## src/rtl/uart_pwr_pkg.sv

```systemverilog
package uart_pwr_pkg;
  typedef enum logic [1:0] {
    PS_RUN   = 2'd0,
    PS_DRAIN = 2'd1,
    PS_SLEEP = 2'd2,
    PS_WAKE  = 2'd3
  } pwr_state_e;
endpackage

```

## src/rtl/uart_pwr_cfg.sv

```systemverilog
// Holds configuration bits pending until chip-select release.
module uart_pwr_cfg (
  input  logic clk,
  input  logic rst_n,
  input  logic cfg_wr,
  input  logic cfg_sleep,
  input  logic cfg_txmask,
  input  logic cs_rise,
  output logic sleep_req,
  output logic txmask
);
  logic pend_vld, pend_sleep, pend_mask;

  always_ff @(posedge clk or negedge rst_n) begin
    if (!rst_n) begin
      pend_vld   <= 1'b0;
      pend_sleep <= 1'b0;
      pend_mask  <= 1'b0;
      sleep_req  <= 1'b0;
      txmask     <= 1'b0;
    end else if (cs_rise) begin
      pend_vld <= 1'b0;
      if (cfg_wr) begin
        sleep_req <= cfg_sleep;
        txmask    <= cfg_txmask;
      end else if (pend_vld) begin
        sleep_req <= pend_sleep;
        txmask    <= pend_mask;
      end
    end else if (cfg_wr) begin
      pend_vld   <= 1'b1;
      pend_sleep <= cfg_sleep;
      pend_mask  <= cfg_txmask;
    end
  end
endmodule

```

## src/rtl/uart_pwr_fsm.sv

```systemverilog
// Sleep sequencing state machine with restart-delay counter.
module uart_pwr_fsm
  import uart_pwr_pkg::*;
#(
  parameter int WAKE_CYCLES = 8
) (
  input  logic clk,
  input  logic rst_n,
  input  logic sleep_req,
  input  logic hw_sleep,
  input  logic tx_idle,
  output logic asleep,
  output logic running,
  output logic enter_sleep,
  output logic clr_pulse
);
  localparam int CW = $clog2(WAKE_CYCLES + 1);
  localparam logic [CW-1:0] LAST = CW'(WAKE_CYCLES - 1);

  pwr_state_e st_q, st_d;
  logic [CW-1:0] cnt_q;

  always_comb begin
    st_d = st_q;
    unique case (st_q)
      PS_RUN:   if (sleep_req) st_d = PS_DRAIN;
      PS_DRAIN: if (!sleep_req) st_d = PS_RUN;
                else if (tx_idle) st_d = PS_SLEEP;
      PS_SLEEP: if (!sleep_req && !hw_sleep) st_d = PS_WAKE;
      PS_WAKE:  if (sleep_req) st_d = PS_DRAIN;
                else if (cnt_q == LAST) st_d = PS_RUN;
      default:  st_d = PS_RUN;
    endcase
    if (hw_sleep) st_d = PS_SLEEP;
  end

  assign enter_sleep = (st_d == PS_SLEEP) && (st_q != PS_SLEEP);

  always_ff @(posedge clk or negedge rst_n) begin
    if (!rst_n) begin
      st_q      <= PS_RUN;
      cnt_q     <= '0;
      clr_pulse <= 1'b0;
    end else begin
      st_q      <= st_d;
      clr_pulse <= enter_sleep;
      if (st_q == PS_WAKE && st_d == PS_WAKE) cnt_q <= cnt_q + 1'b1;
      else                                    cnt_q <= '0;
    end
  end

  assign asleep  = (st_q == PS_SLEEP);
  assign running = (st_q == PS_RUN);
endmodule

```

## src/rtl/uart_pwr_rxact.sv

```systemverilog
// Latches receive-line activity seen while asleep.
module uart_pwr_rxact (
  input  logic clk,
  input  logic rst_n,
  input  logic rx_line,
  input  logic asleep,
  input  logic enter_sleep,
  output logic rx_act
);
  logic rx_q;

  always_ff @(posedge clk or negedge rst_n) begin
    if (!rst_n) begin
      rx_q   <= 1'b1;
      rx_act <= 1'b0;
    end else begin
      rx_q <= rx_line;
      if (enter_sleep)                    rx_act <= 1'b0;
      else if (asleep && (rx_line != rx_q)) rx_act <= 1'b1;
    end
  end
endmodule

```

## src/rtl/uart_pwr_ctl.sv

```systemverilog
// Top: UART shutdown and status controller.
module uart_pwr_ctl #(
  parameter int WAKE_CYCLES = 8
) (
  input  logic clk,
  input  logic rst_n,
  input  logic cfg_wr,
  input  logic cfg_sleep,
  input  logic cfg_txmask,
  input  logic cs_rise,
  input  logic hw_sleep,
  input  logic tx_idle,
  input  logic rx_line,
  output logic osc_en,
  output logic run_ready,
  output logic clr_pulse,
  output logic sleep_rb,
  output logic rx_act,
  output logic irq
);
  logic sleep_req, txmask, asleep, running, enter_sleep;

  uart_pwr_cfg u_cfg (
    .clk(clk), .rst_n(rst_n), .cfg_wr(cfg_wr), .cfg_sleep(cfg_sleep),
    .cfg_txmask(cfg_txmask), .cs_rise(cs_rise),
    .sleep_req(sleep_req), .txmask(txmask)
  );

  uart_pwr_fsm #(.WAKE_CYCLES(WAKE_CYCLES)) u_fsm (
    .clk(clk), .rst_n(rst_n), .sleep_req(sleep_req), .hw_sleep(hw_sleep),
    .tx_idle(tx_idle), .asleep(asleep), .running(running),
    .enter_sleep(enter_sleep), .clr_pulse(clr_pulse)
  );

  uart_pwr_rxact u_rx (
    .clk(clk), .rst_n(rst_n), .rx_line(rx_line), .asleep(asleep),
    .enter_sleep(enter_sleep), .rx_act(rx_act)
  );

  assign osc_en    = !asleep && !hw_sleep;
  assign run_ready = running && !hw_sleep;
  assign sleep_rb  = asleep || hw_sleep;
  assign irq       = txmask && tx_idle;
endmodule

```

## config.mk

```make
export PLATFORM = sky130hd
export DESIGN_NAME = uart_pwr_ctl
export DESIGN_NICKNAME = d
export VERILOG_FILES = /design/src/rtl/uart_pwr_pkg.sv /design/src/rtl/uart_pwr_cfg.sv /design/src/rtl/uart_pwr_fsm.sv /design/src/rtl/uart_pwr_rxact.sv /design/src/rtl/uart_pwr_ctl.sv
export SDC_FILE = /design/constraint.sdc
export NUM_CORES = 1
export LEC_CHECK = 0
export CAP_MARGIN = 5
export CORE_AREA = 2 2 39 41
export DETAILED_ROUTE_END_ITERATION = 12
export DIE_AREA = 0 0 41 43
export DONT_BUFFER_PORTS = 1
export GPL_ROUTABILITY_DRIVEN = 0
export GPL_TIMING_DRIVEN = 1
export PLACE_DENSITY = 0.71
export REMOVE_ABC_BUFFERS = 1
export SYNTH_ARGS = -nofsm -noshare
export SYNTH_HDL_FRONTEND = slang
export SYNTH_HIERARCHICAL = 1
export SYNTH_SLANG_ARGS = --single-unit
```

## constraint.sdc

```tcl
create_clock -name clk -period 1.6 [get_ports clk]
set_input_delay 0.32 -clock clk [delete_from_list [all_inputs] [get_ports clk]]
set_output_delay 0.32 -clock clk [all_outputs]
set_load 0.1 [all_outputs]
```

==> metrics.txt <==
most frequent standard cell in the layout excluding fill and tap cells sky130_fd_sc_hd__dfrtp_1; Die Outline Area 0.00176 mm2; Net Switching 0.413 mW; adder-cell share of the synthesized area 1.88%; Pwr per Cell Area 1280 mW/mm2; number of max-cap violations 0; worst vdd rail ir drop 0.607 mV; first-pass GRT wire length 2050 um; Crit Path Category reg -> out; fill cell total of the finished layout 110; depth of the CTS H-tree 1; clock-pin slew on the worst setup and hold paths 0.08 ns; Synth Register Bits 14; share of power burned in the clock network 22.8%; Layout area overhead 27.3%; distinct cell type count after synthesis 25; area share of the leading cell type in the synthesized netlist 48.9%; longest individual stage delay on the worst path 0.42 ns; root buf cell sky130_fd_sc_hd__clkbuf_4; Routed Antenna Nets 0; Critical Path Start Type flip-flop; Total Routing Usage GR 17.9%; Worst Path Required 1.28 ns; clock tree from TritonCTS built; Worst Hold Path Cells 0; top post-synthesis cells by area sky130_fd_sc_hd__dfrtp_1 49%, sky130_fd_sc_hd__nor2_1 6.2%, sky130_fd_sc_hd__mux2_4 4.5%, sky130_fd_sc_hd__nor2b_4 4.1%, sky130_fd_sc_hd__dfstp_2 3.9%; CTS Buf Count 3; number of global-route vias before repair 477; worst-case reg-to-reg path depth 6; unrepaired setup endpoints after global routing yes; area fraction in compound gates after synthesis 9.96%; slew margin rel. 58.4%; leak pwr 0.388 nW; worst-path fanout max 5; maximum number of pins on one net before global-route repair 15; count of standard-cell rows 14; Cell Area, Synth 666 um2; gate count of the mapped netlist 60; total buffers and inverters traversed by the critical path 1; first-pass iteration count of the detailed router 4; commonest cells after routing, fill and taps aside 11 x sky130_fd_sc_hd__dfrtp_1, 10 x sky130_fd_sc_hd__nor2_1, 6 x sky130_fd_sc_hd__buf_4, 4 x sky130_fd_sc_hd__inv_1; cell chain of the critical path nor2b_4 > or2_4 > buf_12; final net count 85; Final Critical Period 1.56 ns; Hold WC Path Type in -> reg; critical path depth in cells 3; initial cell density of the core 48.1%; cell type with the largest total area after synthesis sky130_fd_sc_hd__dfrtp_1; Arr. time, crit path 1.24 ns; area share of and/or/nand/nor cells after synthesis 24.6%; number of vias in the routed layout 483; overall overflow remaining after global route 0; final hold viol count 0; combinational group share of total power 37.7%; Seq pwr share 39.5%; horizontal extent of the die 41 um; result of the run finished clean; cell-internal power 0.673 mW; Slowest cell on crit path sky130_fd_sc_hd__dfrtp_2; HPWL reported at the end of detailed placement 914 um; routed wire length 1220 um; average detailed-routed wire length per instance 13.6 um; Vert. Die Dim 43 um; number of slew-limit violations in the final report 0; number of design-rule violations left by the first detailed-router iteration 5; post-route clock period utilization 97.7%; worst-case clock buffer depth 2; post-synthesis sequential area ratio 52.8%; post-route setup TNS 0 ns; top-level port count 15; transition time at the pin with the least slew margin 0.622 ns; element type at the critical path end output pin; final setup violation count 0; Achievable Freq 0.639 GHz; number of antenna violations at the first check in global routing 0; total area of multi-input combinational cells 307 um2; fraction of layout cells with a size suffix above 1 31.1%; dominant combinational cell family by area after synthesis simple AND/OR/NAND/NOR gates; clock skew 0.000614 ns; latest clock arrival within the worst-skew pair 0.27 ns; area of the core 0.00138 mm2; cell family with most CP delay flip-flops; Via-to-Cell Ratio 5.37; Residual DRC 0; YS warnings 6; Clock Sinks 14; xor and xnor area share after synthesis 3.95%; port buffer count 0; Worst Hold Margin 0.0345 ns; Post-Syn Area per Cell 11.1 um2; Switching Share 38.1%; area taken by flip-flops and latches 354 um2; antenna diode count 0; proportion of synthesized area in mux cells 4.51%
power by group through the flow:
stage               clock [mW]  sequential [mW]  combinational [mW]
finish                   0.248            0.429               0.409
global route             0.275            0.436               0.430
CTS                      0.256            0.430               0.400
detailed placement           0            0.439               0.377
global placement             0            0.435               0.372
floorplan                    0            0.543               0.179
kinds of logic after synthesis:
logic type / count (synthesis)
compound gates: 9
xor+xnor: 3
fa+ha+maj: 1
buf+inv: 4
flops: 14
mux: 2
simple gates: 27
path summary, 6_finish.rpt:
path | slack [ns] | endpoint | startpoint
min in group asynchronous | 0.50 | u_fsm/cnt_q[2] | rst_n
worst max register to register | 0.22 | u_rx/rx_act | u_fsm/st_q[1]
max in group asynchronous | 0.67 | u_fsm/st_q[0] | rst_n
worst min register to register | 0.47 | u_fsm/cnt_q[0] | u_fsm/cnt_q[0]
worst min-delay path | 0.03 | u_rx/rx_q | rx_line
worst max-delay path | 0.04 | sleep_rb | u_fsm/st_q[1]
layer usage:
layer / up-vias / wire length, um / track usage [%]
li1: 235 / - / -
met1: 233 / 520 / 22.5
met2: 13 / 616 / 25.9
met3: 2 / 80 / 5.76
met4: 0 / 8 / 10.0
met5: - / 0 / 0
cell usage after synthesis:
master / number
sky130_fd_sc_hd__xnor2_1: 2
sky130_fd_sc_hd__nand4bb_1: 2
sky130_fd_sc_hd__and2_1: 1
sky130_fd_sc_hd__o221a_1: 2
sky130_fd_sc_hd__nand3b_1: 2
sky130_fd_sc_hd__nand4_1: 1
sky130_fd_sc_hd__nor2b_1: 1
sky130_fd_sc_hd__a21oi_1: 1
sky130_fd_sc_hd__xor2_1: 1
sky130_fd_sc_hd__nor2_1: 11
sky130_fd_sc_hd__or2_1: 1
sky130_fd_sc_hd__nand2b_1: 1
sky130_fd_sc_hd__and3b_1: 1
sky130_fd_sc_hd__ha_1: 1
sky130_fd_sc_hd__o22ai_1: 2
sky130_fd_sc_hd__nand2_1: 2
sky130_fd_sc_hd__mux2_4: 2
sky130_fd_sc_hd__nor2b_4: 2
sky130_fd_sc_hd__inv_1: 4
sky130_fd_sc_hd__a211o_1: 1
sky130_fd_sc_hd__o21ai_0: 2
sky130_fd_sc_hd__dfstp_2: 1
sky130_fd_sc_hd__nand3_1: 2
sky130_fd_sc_hd__dfrtp_1: 13
sky130_fd_sc_hd__o21a_1: 1
flip-flops by register name, summed over array words and instances (netlist names):
signal,flops
u_fsm/cnt_q,4
u_fsm/st_q,2
u_cfg/pend_mask,1
u_cfg/pend_sleep,1
u_cfg/pend_vld,1
u_cfg/sleep_req,1
u_cfg/txmask,1
u_fsm/clr_pulse,1
u_rx/rx_act,1
u_rx/rx_q,1
stage by stage:
| stage | utilization [%] | std cells | power, mW | cell area (um2) | setup WS (ns) |
|---|---|---|---|---|---|
| 2_1_floorplan | - | 60 | 0.722 | 666 | -0.608 |
| 3_3_place_gp | 55.9 | 82 | 0.808 | 773 | 0.283 |
| 3_5_place_dp | 55.9 | 82 | 0.816 | 773 | 0.249 |
| 4_1_cts | 60.5 | 89 | 1.09 | 837 | 0.00691 |
| 5_1_grt | 61.2 | 90 | 1.14 | 847 | -0.00938 |
| 6_report | 61.2 | 90 | 1.09 | 847 | 0.0361 |
area by class of cell:
type	instances	share of cell area (%)
Sequential cell	14	41.8
Multi-Input combinational cell	42	36.2
Timing Repair Buffer	10	13.6
Clock buffer	4	4.28
Tap cell	16	2.36
Inverter	4	1.77
what timing repair did:
item / CTS / global route
resized for setup: 2 / 1
setup buffers: 2 / 1
endpoints found under the setup margin: 1 / 2
hold buffers: 1 / 0
endpoints found under the hold margin: 14 / 0
(Power assumes the default switching activity.)
